`src/rtl/bem_pkg.sv`:
```
package bem_pkg;
    localparam int NSRC   = 5;
    localparam int CODE_W = 3;

    typedef enum logic [CODE_W-1:0] {
        SRC_ARB  = 3'd0,
        SRC_RSP  = 3'd1,
        SRC_HARD = 3'd2,
        SRC_PAR  = 3'd3,
        SRC_ECC  = 3'd4
    } src_e;

    typedef logic [NSRC-1:0] src_mask_t;

    // Sources classed as unrecoverable: response timeout and hard-error response.
    localparam src_mask_t UNREC_MASK = src_mask_t'((1 << SRC_RSP) | (1 << SRC_HARD));

    function automatic logic [CODE_W-1:0] low_idx(input src_mask_t m);
        logic [CODE_W-1:0] r;
        r = '0;
        for (int i = NSRC - 1; i >= 0; i--) begin
            if (m[i]) r = CODE_W'(i);
        end
        return r;
    endfunction
endpackage

```
`src/rtl/bem_watchdog.sv`:
```
module bem_watchdog #(
    parameter int CNT_W = 8
) (
    input  logic             clk,
    input  logic             rst_n,
    input  logic             act,
    input  logic [CNT_W-1:0] limit,
    output logic             fire
);
    typedef struct packed {
        logic [CNT_W-1:0] cnt;
        logic             hit;
    } wd_t;

    wd_t s_d, s_q;

    always_comb begin
        s_d  = s_q;
        fire = act && (s_q.cnt == limit) && !s_q.hit;
        if (!act) begin
            s_d.cnt = '0;
            s_d.hit = 1'b0;
        end else begin
            if (s_q.cnt != limit) s_d.cnt = s_q.cnt + 1'b1;
            s_d.hit = s_q.hit | fire;
        end
    end

    always_ff @(posedge clk or negedge rst_n) begin
        if (!rst_n) s_q <= '0;
        else        s_q <= s_d;
    end

    // an expiry reports once per continuous assertion
    p_fire_once_r1: assert property (@(posedge clk) disable iff (!rst_n)
        fire |=> !fire);
    // an idle line leaves the watchdog cleared
    p_idle_clear_r2: assert property (@(posedge clk) disable iff (!rst_n)
        !act |=> (s_q.cnt == '0) && !s_q.hit);
endmodule

```
`src/rtl/bem_log_queue.sv`:
```
module bem_log_queue
    import bem_pkg::*;
#(
    parameter int DEPTH = 4
) (
    input  logic              clk,
    input  logic              rst_n,
    input  logic              en,
    input  src_mask_t         new_mask,
    output logic              log_we,
    output logic [CODE_W-1:0] log_code
);
    localparam int PW = (DEPTH > 1) ? $clog2(DEPTH) : 1;
    localparam int CW = $clog2(DEPTH + 1);

    typedef struct packed {
        logic [DEPTH-1:0][NSRC-1:0] mem;
        logic [PW-1:0]              wp;
        logic [PW-1:0]              rp;
        logic [CW-1:0]              cnt;
        src_mask_t                  cur;
        logic                       we;
        logic [CODE_W-1:0]          code;
    } lq_t;

    lq_t       s_d, s_q;
    src_mask_t src;
    logic      pop, push, take_new;

    function automatic logic [PW-1:0] nxt(input logic [PW-1:0] p);
        return (p == PW'(DEPTH - 1)) ? '0 : p + 1'b1;
    endfunction

    always_comb begin
        s_d      = s_q;
        s_d.we   = 1'b0;
        src      = '0;
        pop      = 1'b0;
        push     = 1'b0;
        take_new = 1'b0;
        if (!en) begin
            s_d.cur = '0;
            s_d.cnt = '0;
            s_d.wp  = '0;
            s_d.rp  = '0;
        end else begin
            // Oldest pending work first: partly drained mask, queue head, then new
            if (s_q.cur != '0) begin
                src = s_q.cur;
            end else if (s_q.cnt != '0) begin
                src = s_q.mem[s_q.rp];
                pop = 1'b1;
            end else begin
                src      = new_mask;
                take_new = 1'b1;
            end
            s_d.cur = src & src_mask_t'(src - 1'b1);
            if (src != '0) begin
                s_d.we   = 1'b1;
                s_d.code = low_idx(src);
            end
            push = (new_mask != '0) && !take_new && ((s_q.cnt != CW'(DEPTH)) || pop);
            if (pop) s_d.rp = nxt(s_q.rp);
            if (push) begin
                s_d.mem[s_q.wp] = new_mask;
                s_d.wp          = nxt(s_q.wp);
            end
            case ({push, pop})
                2'b10:   s_d.cnt = s_q.cnt + 1'b1;
                2'b01:   s_d.cnt = s_q.cnt - 1'b1;
                default: s_d.cnt = s_q.cnt;
            endcase
        end
    end

    always_ff @(posedge clk or negedge rst_n) begin
        if (!rst_n) s_q <= '0;
        else        s_q <= s_d;
    end

    assign log_we   = s_q.we;
    assign log_code = s_q.code;

    p_off_silent_r5: assert property (@(posedge clk) disable iff (!rst_n)
        !en |=> !log_we);
    p_code_range_r3: assert property (@(posedge clk) disable iff (!rst_n)
        log_we |-> (log_code <= CODE_W'(NSRC - 1)));
    p_one_source_r4: assert property (@(posedge clk) disable iff (!rst_n)
        $onehot0({pop, take_new, s_q.cur != '0}));
endmodule

```
`src/rtl/bem_mc_gate.sv`:
```
module bem_mc_gate (
    input  logic clk,
    input  logic rst_n,
    input  logic unrec,
    input  logic en,
    input  logic busy,
    input  logic chk,
    output logic req
);
    typedef struct packed {
        logic req;
    } mg_t;

    mg_t s_d, s_q;

    always_comb begin
        s_d     = s_q;
        // Own pulse counts as "in progress" until the handler flag arrives
        s_d.req = unrec && en && !busy && !chk && !s_q.req;
    end

    always_ff @(posedge clk or negedge rst_n) begin
        if (!rst_n) s_q <= '0;
        else        s_q <= s_d;
    end

    assign req = s_q.req;

    p_single_pulse_r9: assert property (@(posedge clk) disable iff (!rst_n)
        req |=> !req);
    p_busy_quiet_r7: assert property (@(posedge clk) disable iff (!rst_n)
        busy |=> !req);
    p_checker_quiet_r8: assert property (@(posedge clk) disable iff (!rst_n)
        chk |=> !req);
    p_disabled_quiet_r5: assert property (@(posedge clk) disable iff (!rst_n)
        !en |=> !req);
    p_cause_r6: assert property (@(posedge clk) disable iff (!rst_n)
        !unrec |=> !req);
endmodule

```
`src/rtl/bus_err_mca.sv`:
```
module bus_err_mca
    import bem_pkg::*;
#(
    parameter int CNT_W     = 8,
    parameter int LOG_DEPTH = 4
) (
    input  logic              clk,
    input  logic              rst_n,
    input  logic              mc_enable,
    input  logic              mc_active,
    input  logic              checker_role,
    input  logic [CNT_W-1:0]  arb_limit,
    input  logic [CNT_W-1:0]  rsp_limit,
    input  logic              prio_req,
    input  logic              txn_wait,
    input  logic              tgt_hard_err,
    input  logic              parity_err,
    input  logic              ecc_err,
    output logic              proto_viol,
    output logic              ca_hard_rsp,
    output logic              log_we,
    output logic [CODE_W-1:0] log_code,
    output logic              mc_req
);
    localparam int NWD = 2;

    typedef struct packed {
        logic pv;
        logic ca;
    } fl_t;

    logic [NWD-1:0]            wd_act;
    logic [NWD-1:0][CNT_W-1:0] wd_lim;
    logic [NWD-1:0]            wd_fire;
    src_mask_t                 err_mask;
    logic                      unrec;
    fl_t                       f_d, f_q;

    assign wd_act = {txn_wait, prio_req};
    assign wd_lim = {rsp_limit, arb_limit};

    // Index 0 is the arbitration watchdog, index 1 the response watchdog
    for (genvar g = 0; g < NWD; g++) begin : g_wd
        bem_watchdog #(.CNT_W(CNT_W)) u_wd (
            .clk   (clk),
            .rst_n (rst_n),
            .act   (wd_act[g]),
            .limit (wd_lim[g]),
            .fire  (wd_fire[g])
        );
    end

    always_comb begin
        err_mask           = '0;
        err_mask[SRC_ARB]  = wd_fire[0];
        err_mask[SRC_RSP]  = wd_fire[1];
        err_mask[SRC_HARD] = tgt_hard_err;
        err_mask[SRC_PAR]  = parity_err;
        err_mask[SRC_ECC]  = ecc_err;
        unrec              = |(err_mask & UNREC_MASK);
        f_d                = f_q;
        f_d.pv             = wd_fire[0];
        f_d.ca             = wd_fire[1];
    end

    always_ff @(posedge clk or negedge rst_n) begin
        if (!rst_n) f_q <= '0;
        else        f_q <= f_d;
    end

    assign proto_viol  = f_q.pv;
    assign ca_hard_rsp = f_q.ca;

    bem_log_queue #(.DEPTH(LOG_DEPTH)) u_log (
        .clk      (clk),
        .rst_n    (rst_n),
        .en       (mc_enable),
        .new_mask (err_mask),
        .log_we   (log_we),
        .log_code (log_code)
    );

    bem_mc_gate u_gate (
        .clk   (clk),
        .rst_n (rst_n),
        .unrec (unrec),
        .en    (mc_enable),
        .busy  (mc_active),
        .chk   (checker_role),
        .req   (mc_req)
    );

    p_flag_pulse_r1: assert property (@(posedge clk) disable iff (!rst_n)
        proto_viol |=> !proto_viol);
    p_claim_pulse_r2: assert property (@(posedge clk) disable iff (!rst_n)
        ca_hard_rsp |=> !ca_hard_rsp);
    p_claim_needs_wait_r2: assert property (@(posedge clk) disable iff (!rst_n)
        !txn_wait |=> !ca_hard_rsp);
endmodule

```
`config.mk`:
```
export PLATFORM = sky130hd
export DESIGN_NAME = bus_err_mca
export DESIGN_NICKNAME = d
export VERILOG_FILES = /design/src/rtl/bem_pkg.sv /design/src/rtl/bem_watchdog.sv /design/src/rtl/bem_log_queue.sv /design/src/rtl/bem_mc_gate.sv /design/src/rtl/bus_err_mca.sv
export SDC_FILE = /design/constraint.sdc
export NUM_CORES = 1
export LEC_CHECK = 0
export BUFFER_PORTS_ARGS = -buffer_cell sky130_fd_sc_hd__buf_2
export CAP_MARGIN = 30
export CORE_UTILIZATION = 45
export CTS_CLUSTER_SIZE = 30
export DETAILED_ROUTE_END_ITERATION = 12
export GPL_ROUTABILITY_DRIVEN = 0
export PLACE_DENSITY = 0.75
export SLEW_MARGIN = 30
export SYNTH_ARGS = -nofsm -noshare
export SYNTH_HDL_FRONTEND = slang
export SYNTH_SLANG_ARGS = --single-unit
```
`constraint.sdc`:
```
create_clock -name clk -period 2.6 [get_ports clk]
set_input_delay 0.13 -clock clk [delete_from_list [all_inputs] [get_ports clk]]
set_output_delay 0.13 -clock clk [all_outputs]
set_load 0.05 [all_outputs]
```
; Word-level counts from Yosys, hierarchy flattened
; Index checks and enable logic that the tools add are counted.
[op_classes]
add_sub_neg = 7
n_lt_le_gt_ge = 3
n_eq_ne = 14
muxes = 31
bitwise_logic = 3
n_reduce_logical = 25
[op_table]
columns = op, count
row1 = $mux W5, 5
row2 = $bwmux W20, 1
row3 = $mux W9, 2
row4 = $add A8 B1 Y8 const B, 2
row5 = $eq A8 B8 Y1, 2
row6 = $mux W8, 2
row7 = $ne A8 B8 Y1, 2
row8 = $mux W3, 5
row9 = $reduce_bool A5 Y1, 3
row10 = $mux W12, 1
row11 = $logic_and A1 B1 Y1, 11
row12 = $bmux W5 S2, 1
row13 = $demux W5 S2, 1
row14 = $mux W2, 4
row15 = $mux W4, 2
row16 = $ne A2 B1 Y1 const B, 4
row17 = $eq A2 B2 Y1 const B, 3
row18 = $logic_not A1 Y1, 6
row19 = $lt A2 B3 Y1 const B, 2
row20 = $mux W1, 6
row21 = $pmux W3 S2, 1
row22 = $and A5 B5 Y5, 1
row23 = $sub A5 B1 Y5 const B, 1
row24 = $add A2 B1 Y2 const B, 2
row25 = other kinds (11), 13
[totals]
regBits = 57
in_bits = 26
output_inout_bits = 7
elab_cells = 100

; Longest topological paths before layout
; Gate-level depths: netlist of the first run.
[logic_depth]
ltp_word = 13
mapped_depth = 12
depth_no_buf = 11

; Cells and area by module
; Synthesis of the first run repeated with hierarchy kept, for this count alone.
[hier_totals]
hier_cells = 259
hier_area_um2 = 3055.4
[modules_own_cells]
columns = mod, instances, cells_each, area_per_inst_um2, seq_area_each_um2
row1 = bem_log_queue, 1, 145, 1844.3, 875.8
row2 = bem_watchdog, 2, 54, 556.8, 225.2
row3 = bus_err_mca, 1, 3, 56.3, 50.0
row4 = bem_mc_gate, 1, 3, 41.3, 25.0

; Least setup slack after synthesis of the first run
; No wires, ideal clock.
[synth_path]
path_kind = flip-flop to flip-flop
start = register g_wd[0].u_wd.s_q[4] (netlist bit)
end = register u_log.s_q[11] (netlist bit)
setup_time_ns = 0.096
t_arrival_ns = 2.494
required_ns = 2.504
slack_ns = 0.010
path_stages_with_launch = 12
n_path_buf = 1
synth_period_minus_slack_ns = 2.590
path_cell_list = dfrtp_1 > xnor2_1 > nand4_1 > o31ai_2 > or2_1 > buf_4 > nor2_1 > fa_1 > o21bai_1 > nor4_1 > a31oi_1 > o31ai_1
[synth_between]
elab_chain_len = 9
word_cells_on_any_way = 11
cone_classes = eq/ne (4) / mux (2) / reduce/logical (5)
[synth_rtl]
columns = element, line_no
row1 = "start, declared", bem_watchdog.sv:15  ; wd_t s_d, s_q;
row2 = "start signal, assigned", bem_watchdog.sv:30  ; if (!rst_n) s_q <= '0;
row3 = "start signal, assigned", bem_watchdog.sv:31  ; else s_q <= s_d;
row4 = $eq A8 B8 Y1 (*), bem_watchdog.sv:19  ; fire = act && (s_q.cnt == limit) && !s_q.hit;
row5 = $logic_and A1 B1 Y1 (*) (2 in series), bem_watchdog.sv:19
row6 = $reduce_bool A5 Y1 (*), bem_log_queue.sv:62  ; push = (new_mask != '0) && !take_new && ((s_q.cnt != CW'(DEPTH)) || pop);
row7 = $logic_and A1 B1 Y1 (*) (2 in series), bem_log_queue.sv:62
row8 = $eq A2 B1 Y1 or $eq A2 B2 Y1 (tied branches), bem_log_queue.sv:68  ; case ({push, pop})
row9 = $pmux W3 S2, bem_log_queue.sv:68
row10 = $mux W12, bem_log_queue.sv:41  ; if (!en) begin
row11 = "end signal, assigned", bem_log_queue.sv:77  ; if (!rst_n) s_q <= '0;
row12 = "end signal, assigned", bem_log_queue.sv:78  ; else s_q <= s_d;
row13 = "end, declared", bem_log_queue.sv:26  ; lq_t s_d, s_q;
; Mark *: on every way between the ends. The rest lies on a longest branch, timed or not.
; A chain may end at the register's enable or synchronous reset.

; Worst setup path in the final report of the first run
[layout_path]
start = register g_wd[0].u_wd.s_q[1] (netlist bit)
end = register u_log.s_q[11] (netlist bit)
; Same word-level chain as after synthesis.

==> out/results.tsv, run 1 <==
stage	metric	value	unit
run_status	status	complete, but fails checks	
run_status	failed_checks	DRC	
worst_setup_path	end_kind	flop	
yosys	yosys_warnings	0	
place	hpwl	4370	µm
routing	drt_pre_antenna_iters	8	
die	die_w	84.6	µm
yosys	synth_edf_count	0	
worst_hold_path	hp-class	in2reg	
yosys	synth-main-ff-cell	dfrtp_1	
layout	area_growth	16.7	%
sta	slew_headroom	0.498	
routing	post-route-drc-count	4	
power_and_ir_drop	p_leak	1.64	nW
yosys	synth_fp_nets	298	
layout	final_core_util	0.555	
routing	drt_iter0_drc	146	
cts	htreeDepth	2	
worst_setup_path	path_max_fanout	4	
cts	cts_num_sinks	56	
cts	cts_buffers	5	
routing	post_drt_via_cell_ratio	5.37	
yosys	seq_area_frac_synth	0.456	
cts	ctsRootBufferMaster	clkbuf_8	
power_and_ir_drop	p_total	2.56	mW
yosys	ys_types	57	
routing	vias	2146	
sta	finalSetupViolCount	0	
yosys	yosys-top-cells-count	dfrtp_1 (56), xnor2_1 (26), mux2_1 (21), nand2_1 (14), and2_1 (13)	
layout	fin_nets	356	
yosys	yosysTopAreaCell	dfrtp_1	
cts	clock_path_buffers	2	
sta	fmax	417	MHz
sta	final.period_utilization	0.923	
cts	insertion_delay	310	ps
sta	hold_viol	0	
global_route	grt_pass1_vias	2047	
global_route	antenna_found_initial	0	
worst_setup_path	slowest_delay	440	ps
sta	worst_pin_slew	750	ps
worst_setup_path	cp-start-kind	flop	
sta	hold_ws	118	ps
job	maxCapViolCount	0	
worst_setup_path	cpMaxStageDelayCell	dfrtp_1	
routing	wire_per_inst	14.6	µm
yosys	syn_avg_cell_area	11.6	µm²
die	die_h	84.6	µm
die	io_pins	33	
cts	clk_pin_slew	100	ps
power_and_ir_drop	irDropWorstVdd	0.402	mV
worst_setup_path	crit_type	reg2reg	
yosys	yosysMostFrequentCell	dfrtp_1	
yosys	async_reset_ff_frac	1.00	
yosys	netlist_top_cells_area	dfrtp_1 (46%), mux2_1 (7.7%), xnor2_1 (7.4%), mux4_2 (3.7%), ha_1 (2.9%)	
die	initial_core_util	0.475	
power_and_ir_drop	p_per_area	714	nW/µm²
global_route	grt_max_degree	38	
global_route	grt_overflow_total	0	
routing	wl	5830	µm
die	core-area	6460	µm²
global_route	grt.total_usage	0.174	
layout	n_antenna_cell	0	
sta	min_period	2400	ps
worst_setup_path	crit_arrival	2610	ps
yosys	synth-seq-cells	56	
routing	ant_nets	0	
layout	fillers	566	
place	dp_slack	93.2	ps
layout	drive_above_1_share	0.266	
yosys	synthesis.area	3070	µm²
sta	drv_slew	0	
yosys	syn-instance-count	264	
worst_setup_path	critical_path_buf_inv_count	0	
sta	worst_slack	201	ps
worst_setup_path	path_cells	xnor2_1, nand4_1, o31ai_2, or2_1, nor2_1, fa_2, o21bai_1, nor4_1, a31oi_1, o31ai_1	
die	placementRows	29	
worst_setup_path	required	2810	ps
sta	finalClockSkew	5.70	ps
place	io_buffers	32	
worst_setup_path	crit_family	compound AO/OA/AOI/OAI gates	
global_route	grt_pass1_wl	9840	µm
yosys	synth_top_area_share	0.456	
cts	cts_tree	done	
die	die-area	7160	µm²
-- cell type report --
| cell class | instances | area (µm²) | share of cell area |
|---|---|---|---|
| Clock inverter | 2 | 15.0 | 0.00419 |
| Sequential cell | 56 | 1400 | 0.391 |
| Clock buffer | 6 | 82.6 | 0.0230 |
| Tap cell | 77 | 96.3 | 0.0269 |
| Inverter | 9 | 33.8 | 0.00942 |
| Multi-Input combinational cell | 191 | 1590 | 0.444 |
| Timing Repair Buffer | 59 | 365 | 0.102 |
-- worst reg2reg max path, stage by stage (launching register included) --
cell	delay [ps]
dfrtp_1	440
xnor2_1	140
nand4_1	160
o31ai_2	290
or2_1	160
nor2_1	60
fa_2	370
o21bai_1	170
nor4_1	180
a31oi_1	70
o31ai_1	270
-- power breakdown --
| part | total (mW) | switching [mW] | leakage [nW] | internal [mW] |
|---|---|---|---|---|
| Sequential | 1.13 | 0.120 | 0.754 | 1.01 |
| Clock | 0.500 | 0.283 | 0.0434 | 0.216 |
| Combinational | 0.927 | 0.511 | 0.846 | 0.416 |
| Total | 2.56 | 0.914 | 1.64 | 1.65 |
-- final timing paths --
check,startpoint,endpoint,slack [ps],depth (start not counted)
max in group asynchronous,rst_n,g_wd[1].u_wd.s_q[2]$_DFFE_PN0P_,1480,3
max,g_wd[0].u_wd.s_q[1]$_DFFE_PN0P_,u_log.s_q[11]$_DFFE_PN0P_,200,10
min,prio_req,g_wd[0].u_wd.s_q[0]$_DFF_PN0_,120,2
min in group asynchronous,rst_n,u_log.s_q[8]$_DFF_PN0_,290,2
min reg2reg,g_wd[0].u_wd.s_q[0]$_DFF_PN0_,g_wd[0].u_wd.s_q[0]$_DFF_PN0_,490,1
max reg2reg,g_wd[0].u_wd.s_q[1]$_DFFE_PN0P_,u_log.s_q[11]$_DFFE_PN0P_,200,10
-- logic make-up after synthesis --
family | after synthesis | synth area share
simple gates | 83 | 0.173
buf+inv | 17 | 0.0265
fa+ha+maj | 8 | 0.0350
compound gates | 39 | 0.0945
xor+xnor | 32 | 0.0913
mux | 29 | 0.123
flops | 56 | 0.456
-- routing by layer --
metal | track usage | vias up | part of all wire | wire length (µm)
met4 | 0.0416 | 0 | 0.0096 | 56
met2 | 0.286 | 35 | 0.48 | 2820
met5 | 0 | - | 0 | 0
li1 | - | 1058 | - | -
met1 | 0.244 | 1047 | 0.48 | 2800
met3 | 0.0275 | 6 | 0.028 | 162
-- state kept, by name, summed over array words and instances, names as in the netlist --
signal	flops
u_log.log_we	1
ca_hard_rsp	1
proto_viol	1
u_log.log_code	3
u_log.s_q	31
u_gate.req	1
g_wd.u_wd.s_q	18
-- timing repair --
| action | 4_1_cts | 5_1_grt |
|---|---|---|
| hold buffers | 1 | 0 |
| hold endpoints to repair | 19 | 0 |
| gates resized for setup | 0 | 1 |
| setup endpoints to repair | 0 | 1 |
| buffers inserted | 0 | 8 |
-- placed cells by master (no fill, tap or decap), drive strengths merged, types with 6 or more instances in the layout --
master,netlist,routed
ha,7,7
and2,14,14
xor2,6,6
nor3,7,7
clkbuf,2,6
nand3,8,8
xnor2,26,26
mux2,21,21
o21ai,8,8
buf,6,58
nor2,13,13
inv,8,8
a21oi,7,7
nand2,14,14
dfrtp,56,56
-- through the flow --
stage / cells / area (µm²) / TNS [ps]
floorplan: 264 / 3070 / 0
global placement: 383 / 3410 / 0
detailed placement: 383 / 3410 / 0
CTS: 392 / 3520 / 0
global route: 400 / 3580 / -2.97
finish: 400 / 3580 / 0
No activity file was read; power rests on OpenSTA's default activity.
==> run 2: changes to the inputs <==
--- a/config.mk
+++ b/config.mk
@@ -12,6 +12,7 @@
 export DETAILED_ROUTE_END_ITERATION = 12
 export GPL_ROUTABILITY_DRIVEN = 0
 export PLACE_DENSITY = 0.75
+export RECOVER_POWER = 25
 export SLEW_MARGIN = 30
 export SYNTH_ARGS = -nofsm -noshare
 export SYNTH_HDL_FRONTEND = slang
==> run 2 against run 1 <==
  * The flow still finishes with violations (DRC)
  * Global-route usage stayed put
  * Cell count stayed put
  * Highest routed layer unchanged
  * Largest power group unchanged
  * Clock power hardly changed
  * Clock skew hardly changed
==> out/results.tsv, run 2 (same netlist as run 1, synthesis figures left out) <==
stage	metric	value	unit	change
run_status	status	complete, but fails checks		unchanged
run_status	failed_checks	DRC		unchanged
worst_setup_path	critical_path_buf_inv_count	0		unchanged
power_and_ir_drop	p_leak	1.62	nW	was 1.64 nW
routing	vias	2148		was 2,146
global_route	antenna_found_initial	0		unchanged
routing	post_drt_via_cell_ratio	5.37		about the same
sta	finalSetupViolCount	0		unchanged
worst_setup_path	path_max_fanout	4		unchanged
global_route	grt_overflow_total	0		unchanged
power_and_ir_drop	irDropWorstVdd	0.402	mV	about the same
die	die-area	7160	µm²	unchanged
worst_setup_path	cpMaxStageDelayCell	dfrtp_1		unchanged
worst_setup_path	end_kind	flop		unchanged
cts	clk_pin_slew	100	ps	about the same
place	hpwl	4370	µm	unchanged
routing	route.met2.wl	2810	µm	was 2820 µm
routing	drt_iter0_drc	144		was 146
cts	ctsRootBufferMaster	clkbuf_8		unchanged
global_route	grt_pass1_vias	2047		unchanged
die	die_w	84.6	µm	unchanged
routing	wire_per_inst	14.6	µm	about the same
cts	cts_num_sinks	56		unchanged
routing	met3WireLength	168	µm	was 162 µm
layout	fin_nets	356		unchanged
worst_hold_path	hp-class	in2reg		unchanged
power_and_ir_drop	p_total	2.55	mW	was 2.56 mW
worst_setup_path	crit_family	compound AO/OA/AOI/OAI gates		unchanged
sta	finalClockSkew	5.42	ps	was 5.70 ps
layout	area_growth	16.3	%	was 16.7%
sta	final.period_utilization	0.923		about the same
die	io_pins	33		unchanged
cts	htreeDepth	2		unchanged
global_route	grt_pass1_wl	9840	µm	unchanged
worst_setup_path	path_cells	xnor2_1, nand4_1, o31ai_2, or2_1, nor2_1, fa_2, o21bai_1, nor4_1, a31oi_1, o31ai_1		unchanged
cts	clock_path_buffers	2		unchanged
sta	hold_ws	118	ps	unchanged
sta	fmax	417	MHz	about the same
layout	largest_register_ffs	31		unchanged
place	io_buffers	32		unchanged
cts	insertion_delay	300	ps	was 310 ps
cts	cts_buffers	5		unchanged
routing	post-route-drc-count	4		unchanged
die	die_h	84.6	µm	unchanged
die	core-area	6460	µm²	unchanged
job	maxCapViolCount	0		unchanged
worst_setup_path	crit_arrival	2610	ps	about the same
cts	cts_tree	done		unchanged
global_route	grt.total_usage	0.174		unchanged
layout	layout.cells.non_filler	400		unchanged
layout	final_common_cell	dfrtp_1		unchanged
sta	worst_pin_slew	1090	ps	was 750 ps
layout	layout_common_cells	dfrtp_1 (56), xnor2_1 (26), buf_4 (25)		was dfrtp_1 (56), buf_2 (32), xnor2_1 (26), buf_4 (26), mux2_1 (21)
global_route	grt_max_degree	38		unchanged
place	dp_cells	383		unchanged
sta	hold_viol	0		unchanged
sta	min_period	2400	ps	about the same
routing	wl_met1	2800	µm	about the same
sta	worst_slack	201	ps	about the same
worst_setup_path	crit_type	reg2reg		unchanged
worst_setup_path	cp-start-kind	flop		unchanged
sta	slew_headroom	0.274		was 0.498
layout	largest-register	u_log.s_q		unchanged
routing	wl	5840	µm	was 5830 µm
power_and_ir_drop	p_per_area	715	nW/µm²	was 714 nW/µm²
layout	largest_registers	u_log.s_q: 31 flops, g_wd.u_wd.s_q: 18 flops, u_log.log_code: 3 flops		unchanged
die	initial_core_util	0.475		unchanged
routing	drt_pre_antenna_iters	8		unchanged
layout	drive_above_1_share	0.241		was 0.266
worst_setup_path	required	2810	ps	about the same
place	placed_cell_area	3410	µm²	unchanged
sta	drv_slew	0		unchanged
routing	highest_layer	met4		unchanged
sta	setup_tns	0	ps	unchanged
layout	final_area	3570	µm²	was 3580 µm²
place	dp_slack	93.2	ps	unchanged
routing	ant_nets	0		unchanged
die	placementRows	29		unchanged
layout	fillers	569		was 566
layout	final_core_util	0.553		was 0.555
layout	n_antenna_cell	0		unchanged
worst_setup_path	slowest_delay	440	ps	about the same
-- run 2: routing by layer --
metal / vias up / global-route usage
met5: - / 0
li1: 1059 / -
met3: 6 / 0.0275
met2: 35 / 0.286
met4: 0 / 0.0416
met1: 1048 / 0.244
-- run 2: timing repair --
item	in CTS	in global routing
endpoints found under the setup margin	0	1
buffers inserted	0	8
endpoints found under the hold margin	19	0
hold buffers	1	0
gates resized for setup	0	1
-- run 2: area by class of cell --
type | count | area [µm²] | share of cell area
Clock buffer | 6 | 82.6 | 0.0231
Multi-Input combinational cell | 191 | 1590 | 0.445
Sequential cell | 56 | 1400 | 0.392
Timing Repair Buffer | 59 | 353 | 0.0988
Tap cell | 77 | 96.3 | 0.0270
Inverter | 9 | 33.8 | 0.00946
Clock inverter | 2 | 15.0 | 0.00420
-- run 2: worst paths after layout --
check	from	to	slack, ps	depth (start not counted)
setup / recovery	g_wd[0].u_wd.s_q[1]$_DFFE_PN0P_	u_log.s_q[11]$_DFFE_PN0P_	200	10
max in group asynchronous	rst_n	g_wd[1].u_wd.s_q[2]$_DFFE_PN0P_	610	3
hold reg to reg	g_wd[0].u_wd.s_q[0]$_DFF_PN0_	g_wd[0].u_wd.s_q[0]$_DFF_PN0_	490	1
setup reg to reg	g_wd[0].u_wd.s_q[1]$_DFFE_PN0P_	u_log.s_q[11]$_DFFE_PN0P_	200	10
hold / removal	prio_req	g_wd[0].u_wd.s_q[0]$_DFF_PN0_	120	2
min in group asynchronous	rst_n	u_log.s_q[8]$_DFF_PN0_	540	2
-- run 2: power by group --
group	switching, mW	total, mW	internal [mW]
Clock	0.283	0.499	0.216
Sequential	0.121	1.14	1.01
Combinational	0.511	0.918	0.407
Total	0.915	2.55	1.64
